$ cat src/rtl/dma_irq_pkg.sv
package dma_irq_pkg;
  localparam int NUM_SRC = 8;
  localparam int CNT_W   = 3;
  localparam int CNT_LSB = 13;

  // pending bit order, fixed by software decode
  localparam int SRC_MEM_DONE = 0;
  localparam int SRC_DONE     = 1;
  localparam int SRC_BUS_ERR  = 2;
  localparam int SRC_STRM_TO  = 3;
  localparam int SRC_MEM_TO   = 4;
  localparam int SRC_THRESH   = 5;
  localparam int SRC_BAD_ACC  = 6;
  localparam int SRC_OVFL     = 7;

  // word slots
  localparam int W_STATUS = 0;
  localparam int W_CTRL   = 1;
  localparam int W_CTRL2  = 2;
  localparam int W_PEND   = 3;
  localparam int W_UNMASK = 4;
  localparam int W_MASKSET = 5;
  localparam int W_MASK   = 6;

  localparam logic [31:0] CTRL_RST    = 32'h003F_FA00;
  localparam logic [31:0] CTRL_WMASK  = 32'hFFFF_FFFF;
  localparam logic [31:0] CTRL2_RST   = 32'h0000_FFF8;
  localparam logic [31:0] CTRL2_WMASK = 32'h07C0_FFFF;

  typedef struct packed {
    logic status;
    logic ctrl;
    logic ctrl2;
    logic pend;
    logic unmask;
    logic maskset;
  } wr_sel_t;
endpackage

$ cat src/rtl/dma_irq_bus_dec.sv
module dma_irq_bus_dec
  import dma_irq_pkg::*;
#(
  parameter int ADDR_W = 5,
  localparam int IDX_W = ADDR_W - 2
) (
  input  logic              req_i,
  input  logic              we_i,
  input  logic [ADDR_W-1:0] addr_i,
  input  logic [3:0]        be_i,
  output wr_sel_t           wr_o,
  output logic              rd_en_o,
  output logic [IDX_W-1:0]  idx_o,
  output logic              bad_o
);
  logic word_ok, acc, mapped, wr_acc;

  assign word_ok = (&be_i) && (addr_i[1:0] == 2'b00);
  assign acc     = req_i && word_ok;
  assign idx_o   = addr_i[ADDR_W-1:2];
  assign mapped  = (idx_o <= IDX_W'(W_MASK));
  assign bad_o   = acc && !mapped;
  assign rd_en_o = acc && !we_i && mapped;
  assign wr_acc  = acc && we_i;

  always_comb begin
    wr_o         = '0;
    wr_o.status  = wr_acc && (idx_o == IDX_W'(W_STATUS));
    wr_o.ctrl    = wr_acc && (idx_o == IDX_W'(W_CTRL));
    wr_o.ctrl2   = wr_acc && (idx_o == IDX_W'(W_CTRL2));
    wr_o.pend    = wr_acc && (idx_o == IDX_W'(W_PEND));
    wr_o.unmask  = wr_acc && (idx_o == IDX_W'(W_UNMASK));
    wr_o.maskset = wr_acc && (idx_o == IDX_W'(W_MASKSET));
  end

  always_comb begin
    AST_ONE_WRITE: assert ($onehot0(wr_o));
  end
endmodule

$ cat src/rtl/dma_irq_src_bank.sv
module dma_irq_src_bank
  import dma_irq_pkg::*;
#(
  parameter int NSRC     = NUM_SRC,
  parameter int DONE_BIT = SRC_DONE
) (
  input  logic            clk_i,
  input  logic            rst_ni,
  input  logic [NSRC-1:0] evt_i,
  input  logic            wr_pend_i,
  input  logic            wr_unmask_i,
  input  logic            wr_maskset_i,
  input  logic [NSRC-1:0] wdata_i,
  output logic [NSRC-1:0] pend_o,
  output logic [NSRC-1:0] mask_o,
  output logic            irq_o,
  output logic            done_ack_o
);
  for (genvar k = 0; k < NSRC; k++) begin : g_src
    logic p_q, m_q;
    always_ff @(posedge clk_i or negedge rst_ni) begin
      if (!rst_ni) begin
        p_q <= 1'b0;
        m_q <= 1'b1;
      end else begin
        if (evt_i[k])                      p_q <= 1'b1; // event beats clear
        else if (wr_pend_i && wdata_i[k])  p_q <= 1'b0;
        if (wr_unmask_i && wdata_i[k])       m_q <= 1'b0;
        else if (wr_maskset_i && wdata_i[k]) m_q <= 1'b1;
      end
    end
    assign pend_o[k] = p_q;
    assign mask_o[k] = m_q;
  end

  assign irq_o      = |(pend_o & ~mask_o);
  assign done_ack_o = wr_pend_i && wdata_i[DONE_BIT] && pend_o[DONE_BIT];

  AST_EVT_SETS: assert property (@(posedge clk_i) disable iff (!rst_ni)
    (|evt_i) |=> ((pend_o & $past(evt_i)) == $past(evt_i)));
  AST_W1C_CLEARS: assert property (@(posedge clk_i) disable iff (!rst_ni)
    (wr_pend_i && evt_i == '0) |=> (pend_o == ($past(pend_o) & ~$past(wdata_i))));
  AST_EVT_WINS: assert property (@(posedge clk_i) disable iff (!rst_ni)
    (wr_pend_i && |(evt_i & wdata_i)) |=> ((pend_o & $past(evt_i)) == $past(evt_i)));
  AST_UNMASK: assert property (@(posedge clk_i) disable iff (!rst_ni)
    wr_unmask_i |=> ((mask_o & $past(wdata_i)) == '0));
  AST_MASKSET: assert property (@(posedge clk_i) disable iff (!rst_ni)
    wr_maskset_i |=> ((mask_o & $past(wdata_i)) == $past(wdata_i)));
  AST_MASK_HOLD: assert property (@(posedge clk_i) disable iff (!rst_ni)
    (!wr_unmask_i && !wr_maskset_i) |=> $stable(mask_o));
endmodule

$ cat src/rtl/dma_irq_done_cnt.sv
module dma_irq_done_cnt
  import dma_irq_pkg::*;
#(
  parameter int W = CNT_W
) (
  input  logic         clk_i,
  input  logic         rst_ni,
  input  logic         inc_i,
  input  logic         dec_i,
  input  logic         clr_i,
  input  logic [W-1:0] clr_bits_i,
  output logic [W-1:0] cnt_o
);
  logic [W-1:0] cnt_q, base, nxt;

  always_comb begin
    base = clr_i ? (cnt_q & ~clr_bits_i) : cnt_q;
    nxt  = base + W'(inc_i) - W'(dec_i); // wraps mod 2**W
  end

  always_ff @(posedge clk_i or negedge rst_ni) begin
    if (!rst_ni) cnt_q <= '0;
    else         cnt_q <= nxt;
  end

  assign cnt_o = cnt_q;

  AST_CNT_INC: assert property (@(posedge clk_i) disable iff (!rst_ni)
    (inc_i && !dec_i && !clr_i) |=> (cnt_o == $past(cnt_o) + W'(1)));
  AST_CNT_DEC: assert property (@(posedge clk_i) disable iff (!rst_ni)
    (dec_i && !inc_i && !clr_i) |=> (cnt_o == $past(cnt_o) - W'(1)));
  AST_CNT_HOLD: assert property (@(posedge clk_i) disable iff (!rst_ni)
    (!inc_i && !dec_i && !clr_i) |=> $stable(cnt_o));
endmodule

$ cat src/rtl/dma_irq_ctrl_store.sv
module dma_irq_ctrl_store #(
  parameter logic [31:0] RST_VAL = 32'h0,
  parameter logic [31:0] WMASK   = 32'hFFFF_FFFF
) (
  input  logic        clk_i,
  input  logic        rst_ni,
  input  logic        wr_i,
  input  logic [31:0] wdata_i,
  output logic [31:0] q_o
);
  logic [31:0] q;

  always_ff @(posedge clk_i or negedge rst_ni) begin
    if (!rst_ni)   q <= RST_VAL & WMASK;
    else if (wr_i) q <= wdata_i & WMASK;
  end

  assign q_o = q;

  AST_CTRL_HOLD: assert property (@(posedge clk_i) disable iff (!rst_ni)
    !wr_i |=> $stable(q_o));
endmodule

$ cat src/rtl/dma_irq_regs.sv
module dma_irq_regs
  import dma_irq_pkg::*;
#(
  parameter int ADDR_W = 5,
  localparam int IDX_W = ADDR_W - 2
) (
  input  logic              clk_i,
  input  logic              rst_ni,
  input  logic              req_i,
  input  logic              we_i,
  input  logic [ADDR_W-1:0] addr_i,
  input  logic [3:0]        be_i,
  input  logic [31:0]       wdata_i,
  output logic [31:0]       rdata_o,
  input  logic              busy_i,
  input  logic              evt_mem_done_i,
  input  logic              evt_done_i,
  input  logic              evt_bus_err_i,
  input  logic              evt_strm_to_i,
  input  logic              evt_mem_to_i,
  input  logic              evt_thresh_i,
  input  logic              evt_ovfl_i,
  output logic              irq_o
);
  wr_sel_t             wr;
  logic                rd_en, bad, done_ack;
  logic [IDX_W-1:0]    idx;
  logic [NUM_SRC-1:0]  evt, pend, mask;
  logic [CNT_W-1:0]    cnt;
  logic [31:0]         ctrl_q, ctrl2_q, status_w, rdata;

  dma_irq_bus_dec #(.ADDR_W(ADDR_W)) u_dec (
    .req_i(req_i), .we_i(we_i), .addr_i(addr_i), .be_i(be_i),
    .wr_o(wr), .rd_en_o(rd_en), .idx_o(idx), .bad_o(bad)
  );

  always_comb begin
    evt               = '0;
    evt[SRC_MEM_DONE] = evt_mem_done_i;
    evt[SRC_DONE]     = evt_done_i;
    evt[SRC_BUS_ERR]  = evt_bus_err_i;
    evt[SRC_STRM_TO]  = evt_strm_to_i;
    evt[SRC_MEM_TO]   = evt_mem_to_i;
    evt[SRC_THRESH]   = evt_thresh_i;
    evt[SRC_BAD_ACC]  = bad;
    evt[SRC_OVFL]     = evt_ovfl_i;
  end

  dma_irq_src_bank #(.NSRC(NUM_SRC), .DONE_BIT(SRC_DONE)) u_src (
    .clk_i(clk_i), .rst_ni(rst_ni), .evt_i(evt),
    .wr_pend_i(wr.pend), .wr_unmask_i(wr.unmask), .wr_maskset_i(wr.maskset),
    .wdata_i(wdata_i[NUM_SRC-1:0]),
    .pend_o(pend), .mask_o(mask), .irq_o(irq_o), .done_ack_o(done_ack)
  );

  dma_irq_done_cnt #(.W(CNT_W)) u_cnt (
    .clk_i(clk_i), .rst_ni(rst_ni),
    .inc_i(evt_done_i), .dec_i(done_ack),
    .clr_i(wr.status), .clr_bits_i(wdata_i[CNT_LSB+CNT_W-1:CNT_LSB]),
    .cnt_o(cnt)
  );

  dma_irq_ctrl_store #(.RST_VAL(CTRL_RST), .WMASK(CTRL_WMASK)) u_ctrl (
    .clk_i(clk_i), .rst_ni(rst_ni), .wr_i(wr.ctrl), .wdata_i(wdata_i), .q_o(ctrl_q)
  );

  dma_irq_ctrl_store #(.RST_VAL(CTRL2_RST), .WMASK(CTRL2_WMASK)) u_ctrl2 (
    .clk_i(clk_i), .rst_ni(rst_ni), .wr_i(wr.ctrl2), .wdata_i(wdata_i), .q_o(ctrl2_q)
  );

  always_comb begin
    status_w = '0;
    status_w[0] = busy_i;
    status_w[CNT_LSB +: CNT_W] = cnt;
  end

  always_comb begin
    rdata = '0;
    if (rd_en) begin
      case (idx)
        IDX_W'(W_STATUS): rdata = status_w;
        IDX_W'(W_CTRL):   rdata = ctrl_q;
        IDX_W'(W_CTRL2):  rdata = ctrl2_q;
        IDX_W'(W_PEND):   rdata = 32'(pend);
        IDX_W'(W_MASK):   rdata = 32'(mask);
        default:          rdata = '0; // unmask / mask-set read zero
      endcase
    end
  end

  assign rdata_o = rdata;

  AST_IRQ_QUIET: assert property (@(posedge clk_i) disable iff (!rst_ni)
    (&mask) |-> !irq_o);
  AST_BAD_FLAGS: assert property (@(posedge clk_i) disable iff (!rst_ni)
    bad |=> pend[SRC_BAD_ACC]);
endmodule

$ cat config.mk
export PLATFORM = sky130hd
export DESIGN_NAME = dma_irq_regs
export DESIGN_NICKNAME = d
export VERILOG_FILES = /design/src/rtl/dma_irq_pkg.sv /design/src/rtl/dma_irq_bus_dec.sv /design/src/rtl/dma_irq_src_bank.sv /design/src/rtl/dma_irq_done_cnt.sv /design/src/rtl/dma_irq_ctrl_store.sv /design/src/rtl/dma_irq_regs.sv
export SDC_FILE = /design/constraint.sdc
export NUM_CORES = 1
export LEC_CHECK = 0
export BUFFER_PORTS_ARGS = -buffer_cell sky130_fd_sc_hd__buf_2
export CAP_MARGIN = 10
export CORE_UTILIZATION = 25
export DETAILED_ROUTE_END_ITERATION = 8
export MAX_ROUTING_LAYER = met4
export PLACE_DENSITY = 0.42
export SLEW_MARGIN = 20
export SYNTH_ARGS = -nofsm -noshare
export SYNTH_HDL_FRONTEND = slang
export SYNTH_SLANG_ARGS = --single-unit
export TNS_END_PERCENT = 10
$ cat constraint.sdc
create_clock -name clk_i -period 2.9 [get_ports clk_i]
set_input_delay 0.29 -clock clk_i [delete_from_list [all_inputs] [get_ports clk_i]]
set_output_delay 0.29 -clock clk_i [all_outputs]
set_load 0.01 [all_outputs]
==> flow_summary.ini, run 1 <==
[run_status]
status = completed

[floorplan]
die_x_um = 122
num_io_pins = 86
fp.dieArea_um2 = 14900
coreArea_um2 = 14000
rows = 43
initial_core_util = 0.258
die_h_um = 122

[finish]
utilization = 0.328
fin_nets = 461
syn2layout_area_growth_pct = 27.1
drive_gt1_frac = 0.488
nFillCells = 1456

[drt]
first_pass_iters = 4
ant_nets = 0
routed_wl_um = 9460
vias_per_cell = 4.54
drt-initial-drc-count = 99
avgRoutedWirePerCell_um = 16.0
vias = 2687
drc = 0

[cts]
ctsResizeCount = 0
cts_tree = built
cts-htree-levels = 3
clockRootBuffer = clkbuf_16
ctsHoldBuffers = 0
cts.sinks = 72
cts_buffer_depth = 2
path_clk_slew_ps = 50
cts_setup_buffers = 0
clock_latency_ps = 330
cts_buffers = 9

[setup_path]
path_delay_family = buffers and inverters
startpoint = addr_i[4]
endpoint_kind = output pin
cp_max_fo = 17
cpMostUsedCell = buf_2
r2r-start = u_src.g_src[1].p_q
crit_buf_inv = 3
max_stage_delay_ps = 740
worstSetupStartpointType = input port
required_ps = 2610
cp_slowest_cell = o211ai_1
path_class = input port to output pin
crit_arrival_ps = 1970
worstPathCellList = buf_2, inv_1, o211ai_1, nor2_1, buf_2

[grt]
antenna_found_initial = 2
grt_max_degree = 73
grt_pass1_vias = 2836
grt_usage = 0.141
grt_overflow_total = 0
grt_pass1_wl_um = 15200

[sta]
slew_headroom = 0.371
period_share = 0.780
rsz0062_at_grt = false
fin_worst_skew_ps = 0.455
tightest_slew_ps = 943
fin_setup_tns_ps = 0
min_period_ps = 2260
fmax_mhz = 442
slew_violations = 0
setup_viol = 0
finalHoldViolCount = 0

[power]
p_leak_nw = 2.19
vdd_ir_drop_max_v = 0.000324
power.density_nw_per_um2 = 554

[min_path]
hp-class = input port to register
hold_start = evt_ovfl_i

[placement]
place_hpwl_um = 6380
port_buffers = 85
place_congestion = 0.749

[logic_synthesis]
synth_top_cell_by_area = dfrtp_1
ys_seq_elements = 72
synth.top_cells.by_area = dfrtp_1, dfstp_2, mux2_2
synth_area_um2 = 3610
netlist.area_leader.share = 0.270
yosysSeqAreaShare = 0.511
yosysUniqueCellTypes = 37
syn-num-nets = 376
avgSynthCellArea_um2 = 11.3
syn_inst = 320
ys_warn_count = 0

[job]
maxCapViolCount = 0
==> metal layers <==
metal / share of wire / GRT usage
met3: 0.064 / 0.0421
met5: 0 / -
met2: 0.47 / 0.222
met4: 0.012 / 0.0412
met1: 0.45 / 0.175
==> sequential cells by signal, indices dropped and copies added (netlist names) <==
signal and count:
u_src.g_src.p_q 8, u_ctrl.q_o 32, u_cnt.cnt_o 3, u_ctrl2.q_o 21, u_src.g_src.m_q 8
==> metrics by stage <==
step	std cells	hold WS, ps	instance area [µm²]	power, mW	worst slack (ps)
2_1_floorplan	320	-5.59	3610	1.22	468
3_3_place_gp	574	472	4250	1.33	402
3_5_place_dp	574	479	4250	1.33	357
4_1_cts	590	133	4580	2.59	533
5_1_grt	592	139	4590	2.67	498
6_report	592	143	4590	2.54	638
==> cells in the mapped netlist (all sizes together) <==
cell	instances
a211o	1
a21o	7
a21oi	8
a22oi	14
a31oi	5
and2	12
and3	1
and4	1
and4bb	1
buf	12
clkbuf	7
dfrtp	39
dfstp	33
fa	1
ha	2
inv	16
mux2	64
mux2i	7
nand2	26
nand3	5
nand4b	1
nor2	33
nor2b	3
nor4	1
nor4b	2
o211ai	2
o21a	1
o21ai	8
o221ai	1
o22ai	4
or4	1
xnor2	1
==> area by class of cell <==
class                           count  area, µm²  area share
Clock buffer                       14        274      0.0597
Tap cell                          180        225      0.0491
Multi-Input combinational cell    213       1610       0.351
Inverter                           16       60.1      0.0131
Clock inverter                      2       60.1      0.0131
Sequential cell                    72       1840       0.402
Antenna cell                        2       5.00     0.00109
Timing Repair Buffer               93        510       0.111
==> where the power goes <==
| group | leakage [nW] | internal (mW) | switching [mW] |
|---|---|---|---|
| Sequential | 0.840 | 1.05 | 0.0290 |
| Clock | 0.163 | 0.824 | 0.405 |
| Combinational | 1.18 | 0.104 | 0.130 |
| Total | 2.19 | 1.98 | 0.563 |
==> logic make-up (layout without fill, tap and decap cells) <==
| logic type | count (synthesis) | in the layout | share of synthesized area |
|---|---|---|---|
| and+or+nand+nor | 87 | 87 | 0.120 |
| AOI/OAI and AO/OA | 51 | 51 | 0.0925 |
| other | 0 | 2 | 0 |
| buffers and inverters | 35 | 125 | 0.0430 |
| DFF | 72 | 72 | 0.511 |
| xor gates and xnor gates | 1 | 1 | 0.00243 |
| muxes | 71 | 71 | 0.219 |
| adders and majority gates | 3 | 3 | 0.0125 |
==> final timing paths <==
path / endpoint / slack (ps) / depth (start not counted)
min in group asynchronous: u_ctrl2.q_o[25] / 190 / 2
max in group asynchronous: u_ctrl.q_o[5] / 2100 / 2
max reg2reg: u_cnt.cnt_o[2] / 1220 / 8
min: u_src.g_src[7].p_q / 140 / 2
max: rdata_o[2] / 640 / 5
min reg2reg: u_ctrl2.q_o[13] / 480 / 2
==> cell usage in the layout, fill, tap and decap left out, drive strengths merged, types with 8 or more instances in the layout <==
cell type	instances
inv	16
clkbuf	14
a22oi	14
nand2	26
dfrtp	39
dfstp	33
and2	12
mux2	64
o21ai	8
a21oi	8
buf	93
nor2	33
(Power assumes the default switching activity.)
==> run 2, diff against run 1 <==
PLACE_DENSITY = 0.44   (was 0.42)
clock period = 2 ns   (was 2.9 ns; I/O delays follow)
==> flow_summary.ini, run 2 (synthesized netlist as in run 1, its figures left out) <==
[run_status]
status = completed

[grt]
grt_max_degree = 73
grt_pass1_wl_um = 15100
antenna_found_initial = 1
grt_pass1_vias = 2881
grt_usage = 0.139
grt_overflow_total = 0

[placement]
placed_cells = 593
place_hpwl_um = 6540
port_buffers = 85
place_congestion = 0.756
dp_slack_ps = -250
dpl-instance-area_um2 = 4380

[power]
switching_power_uw = 839
power.share.clock = 0.501
p_int_mw = 3.01
seqPwrFrac = 0.408
combPwrFrac = 0.091
p_leak_nw = 2.29
vdd_ir_drop_max_v = 0.000407
power.density_nw_per_um2 = 808
swShare = 0.218

[finish]
finalNonFillerCells = 611
mostFrequentLayoutCell = buf_2
syn2layout_area_growth_pct = 32.0
fin_nets = 481
mostFrequentLayoutCells = buf_2, mux2_2, dfrtp_1
largest_register_ffs = 32
drive_gt1_frac = 0.516
fin_area_um2 = 4760

[sta]
slew_headroom = 0.637
min_period_ps = 1870
period_share = 0.935
fmax_mhz = 535
rsz0062_at_grt = false
fin_worst_skew_ps = 0.512
tightest_slew_ps = 543
slew_violations = 0
finalHoldViolCount = 0
worst_slack_ps = 131
fin_setup_tns_ps = 0
setup_viol = 0

[drt]
drt-initial-drc-count = 56
first_pass_iters = 6
avgRoutedWirePerCell_um = 15.1
routed_wl_um = 9220
vias_per_cell = 4.46
vias = 2725
ant_nets = 0
drc = 0

[floorplan]
coreArea_um2 = 14000
num_io_pins = 86
initial_core_util = 0.258
die_x_um = 122
fp.dieArea_um2 = 14900
die_h_um = 122
rows = 43

[setup_path]
worstPathCellList = o22ai_1, or4_1, buf_2
max_stage_delay_ps = 550
cp_slowest_cell = or4_1
worstSetupStartpointType = register
cp_max_fo = 3
crit_buf_inv = 1
endpoint_kind = output pin
crit_arrival_ps = 1670
path_class = register to output pin
required_ps = 1800
path_delay_family = simple AND/OR/NAND/NOR gates

[cts]
cts_buffers = 9
cts_setup_buffers = 0
cts.sinks = 72
cts_tree = built
clock_latency_ps = 330
cts_buffer_depth = 2
path_clk_slew_ps = 60
clockRootBuffer = clkbuf_16
cts-htree-levels = 3

[job]
maxCapViolCount = 0

[min_path]
hp-class = input port to register
[run 2: changes by cell type in the layout (fill, tap and decap cells not counted)]
cell / before / now
buf_4: 6 / 26
clkbuf_1: 2 / 0
nor4_1: 1 / 0
nor4_2: 0 / 1
dlygate4sd3_1: 0 / 1
diode_2: 2 / 1
bufinv_16: 2 / 3
clkinv_4: 0 / 1
buf_12: 2 / 1
[run 2: per-stage QoR]
stage | hold WS [ps] | total power, mW | util
3_3_place_gp | 264 | 1.94 | 0.313
4_1_cts | 34.9 | 3.92 | 0.340
3_5_place_dp | 268 | 1.95 | 0.313
5_1_grt | 32.5 | 4.03 | 0.341
6_report | 44.8 | 3.85 | 0.341
2_1_floorplan | -95.6 | 1.77 | -
[run 2: worst paths after layout]
kind / start / to / slack (ps) / cells past startpoint
setup / recovery: u_src.g_src[4].m_q / irq_o / 130 / 3
hold / removal: evt_bus_err_i / u_src.g_src[2].p_q / 40 / 2
setup reg to reg: u_src.g_src[1].p_q / u_cnt.cnt_o[2] / 320 / 8
hold reg to reg: u_ctrl2.q_o[13] / u_ctrl2.q_o[13] / 480 / 2
max in group asynchronous: rst_ni / u_ctrl2.q_o[5] / 1210 / 3
min in group asynchronous: rst_ni / u_ctrl2.q_o[23] / 410 / 3
[run 2: routing by layer]
layer	wire, µm	vias to the layer above	global-route usage	part of all wire
met3	477	11	0.0417	0.052
met2	4340	63	0.217	0.47
met1	4300	1326	0.173	0.47
met5	0	-	-	0
li1	-	1325	-	-
met4	104	0	0.0389	0.011
[run 2: area by class of cell]
type | instances | area, µm²
Timing Repair Buffer | 113 | 651
Sequential cell | 72 | 1840
Antenna cell | 1 | 2.50
Tap cell | 180 | 225
Fill cell | 1471 | 9220
Inverter | 16 | 60.1
Clock buffer | 12 | 267
Multi-Input combinational cell | 213 | 1620
Clock inverter | 4 | 98.8
[run 2: power groups by stage]
| stage | clock network (mW) | logic [mW] | registers [mW] |
|---|---|---|---|
| 2_1_floorplan | 0 | 0.201 | 1.57 |
| 3_3_place_gp | 0 | 0.352 | 1.59 |
| 3_5_place_dp | 0 | 0.361 | 1.59 |
| 4_1_cts | 1.99 | 0.362 | 1.57 |
| 5_1_grt | 2.05 | 0.402 | 1.58 |
| 6_report | 1.93 | 0.350 | 1.57 |
[run 2: timing repair]
| action | in CTS | in global routing |
|---|---|---|
| hold buffers | 1 | 0 |
| endpoints found under the hold margin | 39 | 0 |
| gates resized for setup | 0 | 1 |
| endpoints found under the setup margin | 0 | 11 |
==> run 3, diff against run 2 <==
CORE_UTILIZATION = 30   (was 25)
PLACE_DENSITY = 0.51   (was 0.44)
==> flow_summary.ini, run 3 (synthesized netlist as in run 1, its figures left out) <==
[cts]
cts.sinks = 72
clock_latency_ps = 330
clockRootBuffer = clkbuf_16
cts_tree = built
cts_setup_buffers = 0
cts_buffers = 9
path_clk_slew_ps = 60
cts_buffer_depth = 2
cts-htree-levels = 3

[floorplan]
fp.dieArea_um2 = 12500
rows = 39
coreArea_um2 = 11600
initial_core_util = 0.312
die_x_um = 112
die_h_um = 112
num_io_pins = 86

[power]
swShare = 0.221
vdd_ir_drop_max_v = 0.000485
switching_power_uw = 841
power.density_nw_per_um2 = 811
power.share.clock = 0.497
p_int_mw = 2.97
p_leak_nw = 2.28
seqPwrFrac = 0.410
combPwrFrac = 0.093

[grt]
gr-usage-met2 = 0.251
grtUsageMet1 = 0.188
antenna_found_initial = 0
grt_usage = 0.154
busiest_layer = met2
grt_pass1_wl_um = 14400
grt_pass1_vias = 2834
grt_overflow_total = 0
grt_util_met3 = 0.0392
grt_max_degree = 73

[sta]
setup_viol = 0
holdWs_ps = 43.2
min_period_ps = 1870
finalHoldViolCount = 0
slew_violations = 0
fmax_mhz = 535
tightest_slew_ps = 404
period_share = 0.935
slew_headroom = 0.731
fin_worst_skew_ps = 0.854
rsz0062_at_grt = false

[finish]
mostFrequentLayoutCell = buf_2
finalNonFillerCells = 570
fin_nets = 478
drive_gt1_frac = 0.515
utilization = 0.407
nFillCells = 1167
syn2layout_area_growth_pct = 30.3
largest_register_ffs = 32
mostFrequentLayoutCells = buf_2, mux2_2, dfrtp_1
num_antenna_cells = 0

[setup_path]
crit_arrival_ps = 1670
endpoint_kind = output pin
cp_max_fo = 22
worstSetupStartpointType = input port
required_ps = 1800
path_class = input port to output pin

[drt]
vias_per_cell = 4.77
drc = 5
vias = 2721
first_pass_iters = 6
drt-initial-drc-count = 99
avgRoutedWirePerCell_um = 15.7
ant_nets = 0
routed_wl_um = 8960

[run_status]
violations = design-rule violations
status = complete, but fails checks

[job]
maxCapViolCount = 0

[min_path]
hp-class = input port to register

[placement]
port_buffers = 85
placed_cells = 553
place_congestion = 0.735
place_hpwl_um = 6050
==> run 3: cell types whose count changed in the layout (fill, tap and decap cells not counted), sizes merged <==
cell | previous run | this run
buf | 112 | 109
clkbuf | 12 | 11
clkinvlp | 0 | 1
diode | 1 | 0
==> run 3: repair_timing <==
item,CTS,global route
hold endpoints to repair,39,0
endpoints found under the setup margin,1,2
pin swaps,0,0
gates resized for setup,1,2
hold buffers,1,0
==> run 3: layer usage <==
| metal | share of wire | wire [µm] | vias up |
|---|---|---|---|
| li1 | - | - | 1312 |
| met1 | 0.47 | 4200 | 1333 |
| met2 | 0.47 | 4250 | 68 |
| met3 | 0.048 | 427 | 8 |
| met4 | 0.0083 | 74 | 0 |
| met5 | 0 | 0 | - |
==> run 3: metrics by stage <==
stage          power [mW]  worst slack (ps)  instance area (µm²)  setup TNS (ps)
3_3_place_gp         1.93              -188                 4320            -370
6_report             3.81               131                 4700               0
3_5_place_dp         1.94              -195                 4320            -389
4_1_cts              3.87              35.7                 4690               0
5_1_grt              3.97              42.2                 4700               0
2_1_floorplan        1.77              -252                 3620            -501
==> run 3: power groups by stage <==
stage / Sequential [mW] / Clock, mW / Combinational [mW]
2_1_floorplan: 1.57 / 0 / 0.201
3_3_place_gp: 1.58 / 0 / 0.348
3_5_place_dp: 1.59 / 0 / 0.359
4_1_cts: 1.56 / 1.94 / 0.360
5_1_grt: 1.57 / 2.00 / 0.405
6_report: 1.56 / 1.89 / 0.353
==> run 3: worst paths after layout <==
kind                                    start                 end  slack, ps  cells after the start
max in group asynchronous              rst_ni      u_ctrl2.q_o[4]       1210                      3
min in group asynchronous              rst_ni      u_ctrl.q_o[24]        420                      3
min reg2reg                    u_ctrl.q_o[13]      u_ctrl.q_o[13]        480                      2
min                                evt_ovfl_i  u_src.g_src[7].p_q         40                      2
max                                 addr_i[3]          rdata_o[2]        130                     10
max reg2reg                u_src.g_src[1].p_q      u_cnt.cnt_o[2]        350                      8
==> run 3: worst max-delay path, cell delays in order <==
cell	delay, ps
buf_2	90
buf_4	110
buf_6	230
nor2b_2	260
buf_4	200
a22oi_1	90
nor2_1	120
a31oi_1	60
nor2_1	140
buf_2	150
==> run 3: area by class of cell <==
| cell class | instances | area, µm² | area share |
|---|---|---|---|
| clock buffer | 11 | 253 | 0.0538 |
| clock inverter | 5 | 103 | 0.0218 |
| inverter | 16 | 60.1 | 0.0128 |
| multi-input combinational | 213 | 1620 | 0.345 |
| sequential | 72 | 1840 | 0.392 |
| tap | 143 | 179 | 0.0381 |
| timing repair buffer | 110 | 644 | 0.137 |
